$ cat src/rtl/pgcall_pkg.sv
package pgcall_pkg;
  typedef enum logic [3:0] {
    ST_IDLE,
    ST_IND_ADR,
    ST_IND_PG,
    ST_SWAP,
    ST_PUSH_RA,
    ST_PUSH_PG,
    ST_POP_PG,
    ST_POP_RA,
    ST_JUMP
  } seq_state_t;
endpackage

$ cat src/rtl/pgcall_ctrl.sv
module pgcall_ctrl
  import pgcall_pkg::*;
(
  input  logic       clk,
  input  logic       rst_n,
  input  logic       call_req,
  input  logic       call_ind,
  input  logic       ret_req,
  output seq_state_t state
);
  seq_state_t state_q, state_d;

  always_comb begin
    state_d = state_q;
    case (state_q)
      ST_IDLE: begin
        if (call_req)     state_d = call_ind ? ST_IND_ADR : ST_SWAP;
        else if (ret_req) state_d = ST_POP_PG;
      end
      ST_IND_ADR: state_d = ST_IND_PG;
      ST_IND_PG:  state_d = ST_SWAP;
      ST_SWAP:    state_d = ST_PUSH_RA;
      ST_PUSH_RA: state_d = ST_PUSH_PG;
      ST_PUSH_PG: state_d = ST_JUMP;
      ST_POP_PG:  state_d = ST_POP_RA;
      ST_POP_RA:  state_d = ST_JUMP;
      ST_JUMP:    state_d = ST_IDLE;
      default:    state_d = ST_IDLE;
    endcase
  end

  always_ff @(posedge clk or negedge rst_n) begin
    if (!rst_n) state_q <= ST_IDLE;
    else        state_q <= state_d;
  end

  assign state = state_q;
endmodule

$ cat src/rtl/pgcall_sp.sv
module pgcall_sp #(
  parameter int          ADDR_W   = 16,
  parameter logic [15:0] SP_RESET = 16'h00F0
) (
  input  logic              clk,
  input  logic              rst_n,
  input  logic              dec2,
  input  logic              dec1,
  input  logic              inc1,
  input  logic              inc2,
  output logic [ADDR_W-1:0] sp
);
  logic [ADDR_W-1:0] sp_q, sp_d;
  logic              sp_en;

  assign sp_en = dec2 | dec1 | inc1 | inc2;

  always_comb begin
    sp_d = sp_q;
    if (dec2)      sp_d = sp_q - ADDR_W'(2);
    else if (dec1) sp_d = sp_q - ADDR_W'(1);
    else if (inc1) sp_d = sp_q + ADDR_W'(1);
    else if (inc2) sp_d = sp_q + ADDR_W'(2);
  end

  always_ff @(posedge clk or negedge rst_n) begin
    if (!rst_n)     sp_q <= ADDR_W'(SP_RESET);
    else if (sp_en) sp_q <= sp_d;
  end

  assign sp = sp_q;
endmodule

$ cat src/rtl/pgcall_xlate.sv
module pgcall_xlate #(
  parameter int ADDR_W   = 16,
  parameter int PAGE_W   = 8,
  parameter int WIN_BITS = 14,
  parameter int WIN_SLOT = 2,
  localparam int SLOT_W  = ADDR_W - WIN_BITS,
  localparam int EXT_W   = PAGE_W + WIN_BITS
) (
  input  logic [PAGE_W-1:0] page,
  input  logic [ADDR_W-1:0] loc_addr,
  output logic [EXT_W-1:0]  ext_addr,
  output logic              in_window
);
  assign in_window = (loc_addr[ADDR_W-1:WIN_BITS] == SLOT_W'(WIN_SLOT));

  always_comb begin
    if (in_window) ext_addr = {page, loc_addr[WIN_BITS-1:0]};
    else           ext_addr = {{(EXT_W-ADDR_W){1'b1}}, loc_addr};
  end
endmodule

$ cat src/rtl/pgcall_seq.sv
module pgcall_seq
  import pgcall_pkg::*;
#(
  parameter int          ADDR_W   = 16,
  parameter int          PAGE_W   = 8,
  parameter int          WIN_BITS = 14,
  parameter int          WIN_SLOT = 2,
  parameter logic [15:0] SP_RESET = 16'h00F0,
  localparam int         EXT_W    = PAGE_W + WIN_BITS
) (
  input  logic              clk,
  input  logic              rst_n,
  input  logic              call_req,
  input  logic              call_ind,
  input  logic              ret_req,
  input  logic [PAGE_W-1:0] imm_page,
  input  logic [ADDR_W-1:0] imm_target,
  input  logic [ADDR_W-1:0] ret_addr,
  input  logic [ADDR_W-1:0] ptr,
  output logic              mem_req,
  output logic              mem_we,
  output logic              mem_wide,
  output logic [ADDR_W-1:0] mem_addr,
  output logic [ADDR_W-1:0] mem_wdata,
  input  logic [ADDR_W-1:0] mem_rdata,
  output logic [PAGE_W-1:0] page,
  output logic [ADDR_W-1:0] sp,
  output logic              busy,
  output logic              irq_block,
  output logic              jump_valid,
  output logic [ADDR_W-1:0] jump_addr,
  input  logic [ADDR_W-1:0] loc_addr,
  output logic [EXT_W-1:0]  ext_addr,
  output logic              in_window
);
  seq_state_t state;
  logic       accept_call;

  logic [PAGE_W-1:0] page_q, page_d, tmp_q, npg_q, npg_d;
  logic [ADDR_W-1:0] tgt_q, tgt_d, ret_q, ptr_q;
  logic              page_en, tmp_en, npg_en, tgt_en;

  pgcall_ctrl u_ctrl (
    .clk(clk), .rst_n(rst_n), .call_req(call_req), .call_ind(call_ind),
    .ret_req(ret_req), .state(state)
  );

  pgcall_sp #(.ADDR_W(ADDR_W), .SP_RESET(SP_RESET)) u_sp (
    .clk(clk), .rst_n(rst_n),
    .dec2(state == ST_PUSH_RA), .dec1(state == ST_PUSH_PG),
    .inc1(state == ST_POP_PG),  .inc2(state == ST_POP_RA),
    .sp(sp)
  );

  pgcall_xlate #(.ADDR_W(ADDR_W), .PAGE_W(PAGE_W), .WIN_BITS(WIN_BITS),
                 .WIN_SLOT(WIN_SLOT)) u_xlate (
    .page(page_q), .loc_addr(loc_addr), .ext_addr(ext_addr), .in_window(in_window)
  );

  assign accept_call = (state == ST_IDLE) && call_req;

  // next-state of the datapath registers
  always_comb begin
    page_en = 1'b0;
    page_d  = page_q;
    tmp_en  = 1'b0;
    npg_en  = 1'b0;
    npg_d   = npg_q;
    tgt_en  = 1'b0;
    tgt_d   = tgt_q;
    case (state)
      ST_IDLE: if (call_req) begin
        npg_en = 1'b1; npg_d = imm_page;
        tgt_en = 1'b1; tgt_d = imm_target;
      end
      ST_IND_ADR: begin tgt_en = 1'b1; tgt_d = mem_rdata; end
      ST_IND_PG:  begin npg_en = 1'b1; npg_d = mem_rdata[PAGE_W-1:0]; end
      ST_SWAP:    begin tmp_en = 1'b1; page_en = 1'b1; page_d = npg_q; end
      ST_POP_PG:  begin page_en = 1'b1; page_d = mem_rdata[PAGE_W-1:0]; end
      ST_POP_RA:  begin tgt_en = 1'b1; tgt_d = mem_rdata; end
      default: ;
    endcase
  end

  always_ff @(posedge clk or negedge rst_n) begin
    if (!rst_n) begin
      page_q <= '0;
      tmp_q  <= '0;
      npg_q  <= '0;
      tgt_q  <= '0;
      ret_q  <= '0;
      ptr_q  <= '0;
    end else begin
      if (page_en) page_q <= page_d;
      if (tmp_en)  tmp_q  <= page_q;
      if (npg_en)  npg_q  <= npg_d;
      if (tgt_en)  tgt_q  <= tgt_d;
      if (accept_call) begin
        ret_q <= ret_addr;
        ptr_q <= ptr;
      end
    end
  end

  // memory port, decoded from the step
  always_comb begin
    mem_req   = 1'b0;
    mem_we    = 1'b0;
    mem_wide  = 1'b0;
    mem_addr  = sp;
    mem_wdata = '0;
    case (state)
      ST_IND_ADR: begin mem_req = 1'b1; mem_wide = 1'b1; mem_addr = ptr_q; end
      ST_IND_PG:  begin mem_req = 1'b1; mem_addr = ptr_q + ADDR_W'(2); end
      ST_PUSH_RA: begin
        mem_req = 1'b1; mem_we = 1'b1; mem_wide = 1'b1;
        mem_addr = sp - ADDR_W'(2); mem_wdata = ret_q;
      end
      ST_PUSH_PG: begin
        mem_req = 1'b1; mem_we = 1'b1;
        mem_addr = sp - ADDR_W'(1);
        mem_wdata = {{(ADDR_W-PAGE_W){1'b0}}, tmp_q};
      end
      ST_POP_PG:  mem_req = 1'b1;
      ST_POP_RA:  begin mem_req = 1'b1; mem_wide = 1'b1; end
      default: ;
    endcase
  end

  assign page       = page_q;
  assign busy       = (state != ST_IDLE);
  assign irq_block  = busy;
  assign jump_valid = (state == ST_JUMP);
  assign jump_addr  = tgt_q;
endmodule

$ cat config.mk
export PLATFORM = sky130hd
export DESIGN_NAME = pgcall_seq
export DESIGN_NICKNAME = d
export VERILOG_FILES = /design/src/rtl/pgcall_pkg.sv /design/src/rtl/pgcall_ctrl.sv /design/src/rtl/pgcall_sp.sv /design/src/rtl/pgcall_xlate.sv /design/src/rtl/pgcall_seq.sv
export SDC_FILE = /design/constraint.sdc
export NUM_CORES = 1
export LEC_CHECK = 0
export ABC_AREA = 0
export BUFFER_PORTS_ARGS = -buffer_cell sky130_fd_sc_hd__clkbuf_2
export CELL_PAD_IN_SITES_DETAIL_PLACEMENT = 0
export CELL_PAD_IN_SITES_GLOBAL_PLACEMENT = 1
export CORE_UTILIZATION = 41
export CTS_CLUSTER_SIZE = 12
export DETAILED_ROUTE_END_ITERATION = 10
export PLACE_DENSITY_LB_ADDON = 0.1
export SYNTH_ARGS = -nofsm -noshare
export SYNTH_HDL_FRONTEND = slang
export SYNTH_HIERARCHICAL = 1
export SYNTH_SLANG_ARGS = --single-unit
$ cat constraint.sdc
create_clock -name clk -period 5.41 [get_ports clk]
set_clock_uncertainty 0.05 [all_clocks]
set_input_delay 0.541 -clock clk [delete_from_list [all_inputs] [get_ports clk]]
set_output_delay 0.541 -clock clk [all_outputs]
set_load 0.005 [all_outputs]
After elaboration in Yosys (flattened, before gate mapping)
Cells that the tools add are included.

Bits of input ports: 93. Register bits after elaboration: 92.

Equality and inequality tests: 11. Bitwise gates (word level): 3. Add/subtract/negate cells: 5. Reduce and logical (&&, ||, !) cells: 17. Muxes and demuxes: 24.

Operators with widths (count): 16-bit two-way mux (5); 16-bit one-hot mux with 2 select lines (2); 16-bit one-hot mux with 4 select lines (1); 16-bit by 2-bit adder with 16-bit output, second input constant (2); 8-bit one-hot mux with 2 select lines (2); 4-bit one-hot mux with 7 select lines (1); 22-bit two-way mux (1); 16-bit by 1-bit adder with 16-bit output, second input constant (1); 4-bit by 3-bit == test with 1-bit output, second input constant (4); 16-bit by 1-bit subtractor with 16-bit output, second input constant (1); 16-bit by 2-bit subtractor with 16-bit output, second input constant (1); 4-bit by 2-bit == test with 1-bit output, second input constant (2); 4-bit two-way mux (2); 8-bit two-way mux (1); 4-bit nonzero test (2); 2-bit OR reduction (4); 1-bit two-way mux (6); 3-bit AND reduction (2); 2-bit nonzero test (3); 6-bit OR reduction (1); 4-bit by 1-bit == test with 1-bit output, second input constant (1); 4-bit == test, second input constant (1); 4-bit logical NOT (1); 1-bit one-hot mux with 2 select lines (2); other kinds (8) (11).

Longest topological paths before layout
Gate-level depths: netlist (run 1).

Word-level depth: 5. Mapped depth: 11.

Cells and area by module
The synthesis (run 1) kept the hierarchy.

Modules (own cells, without submodules): pgcall_seq (area each 4244.1 µm², cells an instance 443, times used 1); pgcall_sp (area each 1217.4 µm², cells an instance 139, times used 1); pgcall_ctrl (area each 185.2 µm², cells an instance 17, times used 1); pgcall_xlate (area each 180.2 µm², cells an instance 23, times used 1).

Worst setup path after synthesis (run 1)
OpenSTA, ideal clock, no wires.

Path kind: register to register. From: reg u_ctrl.state_q[0] (netlist: u_ctrl/state[0]). To: reg u_sp.sp_q[11] (netlist: u_sp/sp[11]). Buffers on the path: 3. Required time: 5.226 ns. Data arrival time: 2.676 ns. Clock period less this slack: 2.861 ns. Setup time: 0.134 ns. Cell stages (with the launch flop): 11. Path slack: 2.549 ns. Path through: dfrtp_1 -> buf_2 -> or4b_2 -> clkbuf_1 -> inv_1 -> buf_2 -> nor2_2 -> or4_1 -> o22ai_1 -> nand3_1 -> xnor2_1.

Word-level cells in the longest chain between the ends: 5.

Ends and longest elaborated chain: start, declared (line pgcall_ctrl.sv:11) `seq_state_t state_q, state_d;`; start signal, assigned (line pgcall_ctrl.sv:34) `else state_q <= state_d;`; 4-bit by 3-bit == test with 1-bit output (line pgcall_seq.sv:50) `.dec2(state == ST_PUSH_RA), .dec1(state == ST_PUSH_PG),`; 1-bit OR (3 in a row) (line pgcall_sp.sv:16) `assign sp_en = dec2 | dec1 | inc1 | inc2;`; 2-bit AND reduction (no source line); end signal, assigned (line pgcall_sp.sv:27) `if (!rst_n) sp_q <= ADDR_W'(SP_RESET);`; end signal, assigned (line pgcall_sp.sv:28) `else if (sp_en) sp_q <= sp_d;`; end, declared (line pgcall_sp.sv:13) `logic [ADDR_W-1:0] sp_q, sp_d;`.

Several ways; a longest one is shown, not always the timed one. A chain may end at the register's enable or synchronous reset.

Final worst setup path (run 1)
From: reg u_ctrl.state_q[2] (netlist: u_ctrl/state[2]). To: out mem_addr[11].

Word-level cells in the longest chain between the ends: 2.

Ends and longest elaborated chain: 4-bit by 3-bit == test with 1-bit output, or another cell as far along (line pgcall_seq.sv:112) `case (state)`; 16-bit one-hot mux with 4 select lines (*) (line pgcall_seq.sv:112); end, declared (line pgcall_seq.sv:23) `output logic [ADDR_W-1:0] mem_addr,`.

Mark *: on every way between the ends. The rest lies on a longest branch, timed or not.

==> out/qor.yml, run 1 <==
clock_network:
  cts_resized: 0
  ctsRootBufferMaster: "clkbuf_16"
  cts_inserted_buffers: 9
  cts.sinks: 92
  post_cts_buffers: 0
  cts_tree: "done"
  clk_pin_slew_ns: 0.07
  clock_path_buffers: 2
  cts_hold_buffers: 0
  htreeDepth: 3
  insertion_delay_ns: 0.35
timing:
  holdWs_ns: 0.0715
  finalCritPeriodShare: 0.656
  hold_violations: 0
  max_freq_mhz: 282
  setup-tns-final_ns: 0
  setup_viol: 0
  drv_slew: 0
  tightestPinTransition_ns: 0.938
  rsz0062_at_grt: "no"
  period_needed_ns: 3.55
  max_slew_margin: 0.375
synth:
  synth-edff-count: 0
  ys.flop_type: "dfrtp_1"
  synthTopCellsByCount: "88 x dfrtp_1, 59 x nor2_1, 52 x nand2_1"
  ys.warnings.count: 6
  syn-mean-instance-area_um2: 9.37
  synth_cells: 622
  yosysTopAreaCellShare: 0.378
  synth.area.top_cells: "dfrtp_1 38%, mux2_2 7.7%, mux2i_1 6.0%"
  syn_nets: 723
  synth_area_um2: 5830
  synth_top_area_cell: "dfrtp_1"
  ys_ff_latch: 92
  ys_types: 70
  yosysMostFrequentCell: "dfrtp_1"
  async_reset_ff_frac: 1.00
  ys_seq_area_frac: 0.396
route:
  drc: 0
  drt-total-wl_um: 16500
  route.vias.total: 5272
  vias_per_cell: 5.61
  dr.pass1.iters: 7
  ant_nets: 0
  wl_per_cell_um: 17.6
  drtIter0Drc: 347
worst_setup_path:
  crit_required_ns: 4.82
  crit_arrival_ns: 2.96
  reg2reg_to: "u_sp/sp[11]"
  end_kind: "output port"
  r2r_start: "u_ctrl/state[2]"
  r2r_cells: 7
  crit_type: "flip-flop to output port"
  path_max_fanout: 21
  critPathLaunchType: "flip-flop"
  ff2ff_setup_slack_ns: 1.90
die:
  boundaryPins: 194
  die_w_um: 121
  die_y_um: 121
  start_util: 0.420
  rows: 43
  die_area_um2: 14700
  coreArea_um2: 13900
placement:
  io_buffer_count: 165
  gp_congestion: 0.863
  dpl.hpwl_um: 11800
job:
  drv_cap: 0
global_route:
  grt_pass1_wl_um: 26400
  antenna_found_initial: 0
  overflow: 0
  grt_max_degree: 66
  grt_pass1_vias: 5064
  grt_use_total: 0.231
cells_and_area:
  drive_above_1_share: 0.329
  fin_nets: 857
  area_growth_pct: 19.3
  antenna_cells: 0
run_status:
  status: "finished clean"
power_and_ir_drop:
  p_leak_nw: 3.26
  vdd_ir_drop_max_mv: 0.200
  cellPowerDensity_nw_per_um2: 620
worst_hold_path:
  min-delay-path-class: "input port to asynchronous set/reset pin"
## cell type report
type	count	area, um2
Clock inverter	6	40.0
Timing Repair Buffer	170	866
Inverter	12	45.0
Fill cell	1357	6930
Multi-Input combinational cell	471	3240
Tap cell	180	225
Clock buffer	9	225
Sequential cell	92	2310
## worst max path at each step
| stage | start | endpoint | slack (ns) | cells past startpoint |
|---|---|---|---|---|
| floorplan | u_ctrl/state[0] | u_sp/sp[11] | 2.55 | 10 |
| global placement | u_ctrl/state[0] | u_sp/sp[11] | 2.02 | 7 |
| detailed placement | u_ctrl/state[2] | u_sp/sp[11] | 1.93 | 7 |
| CTS | u_ctrl/state[2] | mem_addr[11] | 1.89 | 7 |
| global route | u_ctrl/state[2] | mem_addr[11] | 1.60 | 7 |
| finish | u_ctrl/state[2] | mem_addr[11] | 1.86 | 7 |
## state kept, by name, indices dropped and copies added, names as in the netlist
name	flops
jump_addr	16
ptr_q	16
ret_q	16
u_sp/sp	16
npg_q	8
page	8
tmp_q	8
u_ctrl/state	4
## routing by layer
layer | vias up | track usage | wire length, um
li1 | 2511 | - | -
met4 | 0 | 0.0718 | 302
met3 | 27 | 0.0611 | 1180
met2 | 195 | 0.365 | 7560
met5 | - | 0 | 0
met1 | 2539 | 0.308 | 7470
## stage by stage
stage	utilization	std cells	cell area, um2	total power [W]	setup WS (ns)
floorplan	-	622	5830	0.00290	2.55
global placement	0.482	925	6690	0.00367	2.02
detailed placement	0.482	925	6690	0.00372	1.93
CTS	0.501	940	6950	0.00433	1.89
global route	0.501	940	6950	0.00467	1.60
finish	0.501	940	6950	0.00431	1.86
## critical path: stages, from the launching register on
cell and delay (ns):
dfrtp_1 0.76, or3b_1 0.59, inv_1 0.17, nand2_1 0.12, nor3_1 0.42, a22oi_1 0.20, o311ai_0 0.16, clkbuf_2 0.19
## cells in the final DEF (no fill, tap or decap), types with 11 or more instances in the layout
cell type and instances:
xnor2_1 13, and2_1 12, o21ai_0 38, nand3_1 16, mux2_2 40, mux2i_1 35, nand2_1 52, inv_1 11
clkbuf_2 164, a21oi_1 39, nor3_1 18, dfrtp_1 88, nor2_1 59
## where the power goes
part | internal (W) | switching [W] | leakage [nW]
Clock | 0.000309 | 0.000282 | 0.131
Sequential | 0.00105 | 0.000527 | 1.10
Combinational | 0.00103 | 0.00112 | 2.03
## kinds of logic (layout without fill, tap and decap cells)
group / Yosys count / in the layout / synth area share
compound gates: 139 / 139 / 0.152
simple gates: 229 / 229 / 0.214
xor+xnor: 19 / 19 / 0.0286
fa+ha+maj: 8 / 8 / 0.0172
flops: 92 / 92 / 0.396
buf+inv: 59 / 197 / 0.0520
mux: 76 / 76 / 0.140
(Power assumes the default switching activity.)
==> run 2: changes to the inputs <==
--- a/config.mk
+++ b/config.mk
@@ -9,7 +9,7 @@
 export BUFFER_PORTS_ARGS = -buffer_cell sky130_fd_sc_hd__clkbuf_2
 export CELL_PAD_IN_SITES_DETAIL_PLACEMENT = 0
 export CELL_PAD_IN_SITES_GLOBAL_PLACEMENT = 1
-export CORE_UTILIZATION = 41
+export CORE_UTILIZATION = 38
 export CTS_CLUSTER_SIZE = 12
 export DETAILED_ROUTE_END_ITERATION = 10
 export PLACE_DENSITY_LB_ADDON = 0.1
==> constraint.sdc (replaced) <==
create_clock -name clk -period 3.55 [get_ports clk]
set_clock_uncertainty 0.05 [all_clocks]
set_input_delay 0.355 -clock clk [delete_from_list [all_inputs] [get_ports clk]]
set_output_delay 0.355 -clock clk [all_outputs]
set_load 0.005 [all_outputs]
==> run 2 against run 1 <==
Effect of this change: sequential power grew 47%; highest routed layer unchanged; core utilization decreased by 2.5 points; worst setup slack worse by 1.5 ns; count of clock-buffer cells in the layout up 2; power is 54% higher; non-clock buffer count increased by 8.
==> out/qor.yml, run 2 (same netlist as run 1, synthesis figures left out) <==
run_status:
  status: "finished clean"
power_and_ir_drop:
  p_sw_w: 0.00295
  vdd_ir_drop_max_mv: 0.345
  cellPowerDensity_nw_per_um2: 943
  p_leak_nw: 3.30
  power_frac_clock: 0.137
  comb_power_share: 0.514
  swShare: 0.446
  p_int_w: 0.00367
  p_seq_frac: 0.349
clock_network:
  cts_inserted_buffers: 9
  ctsRootBufferMaster: "clkbuf_16"
  insertion_delay_ns: 0.35
  cts_hold_buffers: 1
  cts.sinks: 92
  post_cts_buffers: 0
  cts_resized: 0
  clock_path_buffers: 2
  htreeDepth: 3
  clk_pin_slew_ns: 0.07
  cts_tree: "done"
placement:
  io_buffer_count: 165
  place_inst: 936
  dpl.hpwl_um: 12400
  placed_area_um2: 6740
  gp_congestion: 0.892
  pre_cts_ws_ns: 0.751
cells_and_area:
  nFillCells: 1477
  final_common_cell: "clkbuf_2"
  area_growth_pct: 20.5
  final_cell_mix: "164 x clkbuf_2, 88 x dfrtp_1, 59 x nor2_1, 52 x nand2_1, 40 x mux2_2"
  fin_nets: 865
  design_area_um2: 7020
  antenna_cells: 0
  drive_above_1_share: 0.333
  stdcell_count: 953
die:
  die_area_um2: 15800
  die_y_um: 126
  rows: 44
  coreArea_um2: 14800
  boundaryPins: 194
  start_util: 0.395
  die_w_um: 126
timing:
  rsz0062_at_grt: "no"
  max_freq_mhz: 314
  setup_viol: 0
  finalCritPeriodShare: 0.897
  setup-tns-final_ns: 0
  setup_slack_ns: 0.366
  max_slew_margin: 0.549
  tightestPinTransition_ns: 0.670
  period_needed_ns: 3.18
  hold_violations: 0
  drv_slew: 0
worst_setup_path:
  crit_type: "flip-flop to output port"
  crit_buf_inv: 3
  path_cells: "buf_4, or3b_1, inv_1, nand2_1, nor3_1, a22oi_1, o311ai_0, clkbuf_2"
  crit_family: "simple AND/OR/NAND/NOR gates"
  path_max_fanout: 11
  crit_required_ns: 3.14
  critical_path.slowest_cell: "or3b_1"
  crit_arrival_ns: 2.78
  max_stage_delay_ns: 0.52
  end_kind: "output port"
  critPathLaunchType: "flip-flop"
job:
  drv_cap: 0
global_route:
  grt_use_met2: 0.350
  grt_pass1_wl_um: 26900
  grtUsageMet1: 0.281
  grt_pass1_vias: 5124
  met3_usage: 0.0552
  grt_max_degree: 40
  grt_use_total: 0.216
  antenna_found_initial: 0
  overflow: 0
  grt-busiest-layer: "met2"
worst_hold_path:
  min-delay-path-class: "input port to flip-flop"
route:
  drt-total-wl_um: 16800
  dr.pass1.iters: 5
  drc: 0
  wl_per_cell_um: 17.6
  ant_nets: 0
  route.vias.total: 5268
  vias_per_cell: 5.53
  drtIter0Drc: 335
## run 2: changes by cell type in the layout (fill, tap and decap cells not counted)
cell / delta
clkbuf_1: +2
inv_6: +1
dlygate4sd3_1: +1
buf_4: +7
clkinv_2: -1
clkinvlp_4: -1
## run 2: stage by stage
step | hold WS, ns | utilization | total power, W
6_report | 0.181 | 0.476 | 0.00662
5_1_grt | 0.171 | 0.476 | 0.00718
4_1_cts | 0.170 | 0.476 | 0.00667
3_5_place_dp | 0.322 | 0.457 | 0.00573
3_3_place_gp | 0.320 | 0.457 | 0.00568
2_1_floorplan | 0.00941 | - | 0.00441
## run 2: layout make-up
type	count	area, um2	area share
Multi-Input combinational cell	471	3240	0.462
Sequential cell	92	2310	0.329
Timing Repair Buffer	178	928	0.132
Clock buffer	11	233	0.0331
Tap cell	184	230	0.0328
Inverter	12	45.0	0.00641
Clock inverter	5	36.3	0.00517
## run 2: final timing paths
check | start | slack, ns | end | cells after the start
worst min-delay path | ret_addr[0] | 0.18 | ret_q[0] | 2
worst max-delay path | u_ctrl/state[3] | 0.37 | mem_addr[11] | 8
worst max register to register | u_ctrl/state[2] | 0.79 | u_sp/sp[11] | 7
max in group asynchronous | rst_n | 2.22 | page[0] | 3
min in group asynchronous | rst_n | 0.47 | jump_addr[15] | 2
worst min register to register | ret_q[15] | 0.45 | ret_q[15] | 1
## run 2: power groups by stage
stage | Sequential [W] | Combinational [W] | Clock (W)
finish | 0.00231 | 0.00340 | 0.000907
detailed placement | 0.00233 | 0.00340 | 0
CTS | 0.00231 | 0.00342 | 0.000941
floorplan | 0.00208 | 0.00233 | 0
global route | 0.00241 | 0.00379 | 0.000983
global placement | 0.00231 | 0.00337 | 0
## run 2: per-layer routing
metal	wire length [um]	vias up
li1	-	2543
met5	0	-
met4	237	0
met3	1070	23
met2	7900	166
met1	7570	2536
==> run 3: changes to the inputs <==
--- a/config.mk
+++ b/config.mk
@@ -9,7 +9,8 @@
 export BUFFER_PORTS_ARGS = -buffer_cell sky130_fd_sc_hd__clkbuf_2
 export CELL_PAD_IN_SITES_DETAIL_PLACEMENT = 0
 export CELL_PAD_IN_SITES_GLOBAL_PLACEMENT = 1
-export CORE_UTILIZATION = 38
+export CORE_UTILIZATION = 39
+export CTS_BUF_LIST = sky130_fd_sc_hd__clkbuf_8
 export CTS_CLUSTER_SIZE = 12
 export DETAILED_ROUTE_END_ITERATION = 10
 export PLACE_DENSITY_LB_ADDON = 0.1
==> run 3 against run 2 <==
Effect of this change: the run now ends with negative hold slack left; final cell count is the same; global-route usage grew 0.39 points; core utilization grew 0.45 points; maximum frequency shrank 1.8%; die area shrank 2.5%; wire length grew 0.75%; sequential share of layout area grew 0.19 points; critical path depth is the same; via count shrank 0.65%; combinational power grew 1%; power shrank 0.93%; largest power group unchanged.
==> out/qor.yml, run 3 (same netlist as run 1, synthesis figures left out) <==
run_status:
  status: "finished with violations"
  failed_checks: "negative hold slack"
global_route:
  overflow: 0
  grt_use_total: 0.219
  grt_pass1_vias: 5028
  antenna_found_initial: 0
  grt_pass1_wl_um: 27000
  grt_max_degree: 59
route:
  drtIter0Drc: 286
  vias_per_cell: 5.49
  wl_per_cell_um: 17.7
  drc: 0
  route.vias.total: 5234
  drt-total-wl_um: 16900
  dr.pass1.iters: 4
  ant_nets: 0
cells_and_area:
  final_cell_mix: "164 x clkbuf_2, 88 x dfrtp_1, 59 x nor2_1, 52 x nand2_1, 40 x mux2_2"
  fin_nets: 865
  final_common_cell: "clkbuf_2"
  antenna_cells: 0
  design_area_um2: 6980
  drive_above_1_share: 0.337
  area_growth_pct: 19.8
clock_network:
  cts_hold_buffers: 0
  cts.sinks: 92
  clk_pin_slew_ns: 0.10
  post_cts_buffers: 0
  cts_resized: 0
  clock_path_buffers: 2
  cts_inserted_buffers: 9
  insertion_delay_ns: 0.38
  cts_tree: "done"
  ctsRootBufferMaster: "clkbuf_8"
  htreeDepth: 3
timing:
  tightestPinTransition_ns: 0.777
  max_slew_margin: 0.482
  max_freq_mhz: 308
  holdWs_ns: -0.0242
  setup-tns-final_ns: 0
  setup_viol: 0
  finalCritPeriodShare: 0.913
  hold_violations: 9
  rsz0062_at_grt: "no"
  period_needed_ns: 3.24
  drv_slew: 0
power_and_ir_drop:
  p_leak_nw: 3.29
  vdd_ir_drop_max_mv: 0.293
  cellPowerDensity_nw_per_um2: 939
placement:
  placed_area_um2: 6750
  gp_congestion: 0.851
  io_buffer_count: 165
  dpl.hpwl_um: 12400
worst_setup_path:
  critical_path.slowest_cell: "or3b_1"
  critPathLaunchType: "flip-flop"
  path_max_fanout: 11
  max_stage_delay_ns: 0.52
  crit_arrival_ns: 2.84
  end_kind: "output port"
  path_cells: "buf_4, or3b_1, inv_1, nand2_1, nor3_1, a22oi_1, o311ai_0, clkbuf_2"
  crit_type: "flip-flop to output port"
  crit_required_ns: 3.14
die:
  coreArea_um2: 14500
  boundaryPins: 194
  die_y_um: 124
  die_w_um: 124
  start_util: 0.401
  die_area_um2: 15400
  rows: 44
job:
  drv_cap: 0
worst_hold_path:
  min-delay-path-class: "input port to asynchronous set/reset pin"
run 3: cell count changes in the layout (fill, tap and decap cells not counted), moves of 2 or more:
cell       before  now
clkbuf_16       9    0
clkbuf_1        2    0
bufinv_16       0    2
clkbuf_8        0   10
run 3: worst max-delay path, delay by kind of cell (launching register included):
family	cells	cell delay, ns
and+or+nand+nor	3	1.06
buffers and inverters	3	0.56
DFF	1	0.50
AOI/OAI and AO/OA	2	0.34
run 3: report_power, final:
| group | switching, W | internal, W | total [W] |
|---|---|---|---|
| clock network | 0.000416 | 0.000424 | 0.000840 |
| registers | 0.000676 | 0.00159 | 0.00227 |
| logic | 0.00185 | 0.00160 | 0.00345 |
run 3: per-stage QoR:
| step | hold WS [ns] | worst slack (ns) | power (W) | instances | utilization |
|---|---|---|---|---|---|
| 2_1_floorplan | 0.00941 | 0.689 | 0.00441 | 622 | - |
| 3_3_place_gp | 0.420 | 0.774 | 0.00570 | 937 | 0.464 |
| 3_5_place_dp | 0.427 | 0.727 | 0.00574 | 937 | 0.464 |
| 4_1_cts | 0.00141 | 0.295 | 0.00660 | 953 | 0.480 |
| 5_1_grt | 0.0379 | 0.150 | 0.00710 | 953 | 0.480 |
| 6_report | -0.0242 | 0.308 | 0.00656 | 953 | 0.480 |
run 3: cell type report:
type,instances,area [um2]
Clock inverter,6,93.8
Clock buffer,10,138
Fill cell,1442,7550
Multi-Input combinational cell,471,3240
Inverter,12,45.0
Tap cell,184,230
Timing Repair Buffer,178,926
Sequential cell,92,2310
run 3: path summary, 6_finish.rpt:
path,slack [ns],cells past startpoint,start,endpoint
worst max-delay path,0.31,8,u_ctrl/state[3],mem_addr[11]
worst min-delay path,-0.02,1,rst_n,ptr_q[8]
worst max register to register,0.70,8,u_ctrl/state[2],u_sp/sp[11]
worst min register to register,0.45,1,ret_q[10],ret_q[10]
max in group asynchronous,2.65,2,rst_n,u_sp/sp[5]
min in group clk,0.15,2,ptr[4],ptr_q[4]
run 3: layer usage:
layer,track usage,vias to the layer above,share of wire
li1,-,2534,-
met1,0.292,2523,0.46
met2,0.350,156,0.47
met3,0.0504,21,0.063
met4,0.0737,0,0.015
met5,0,-,0
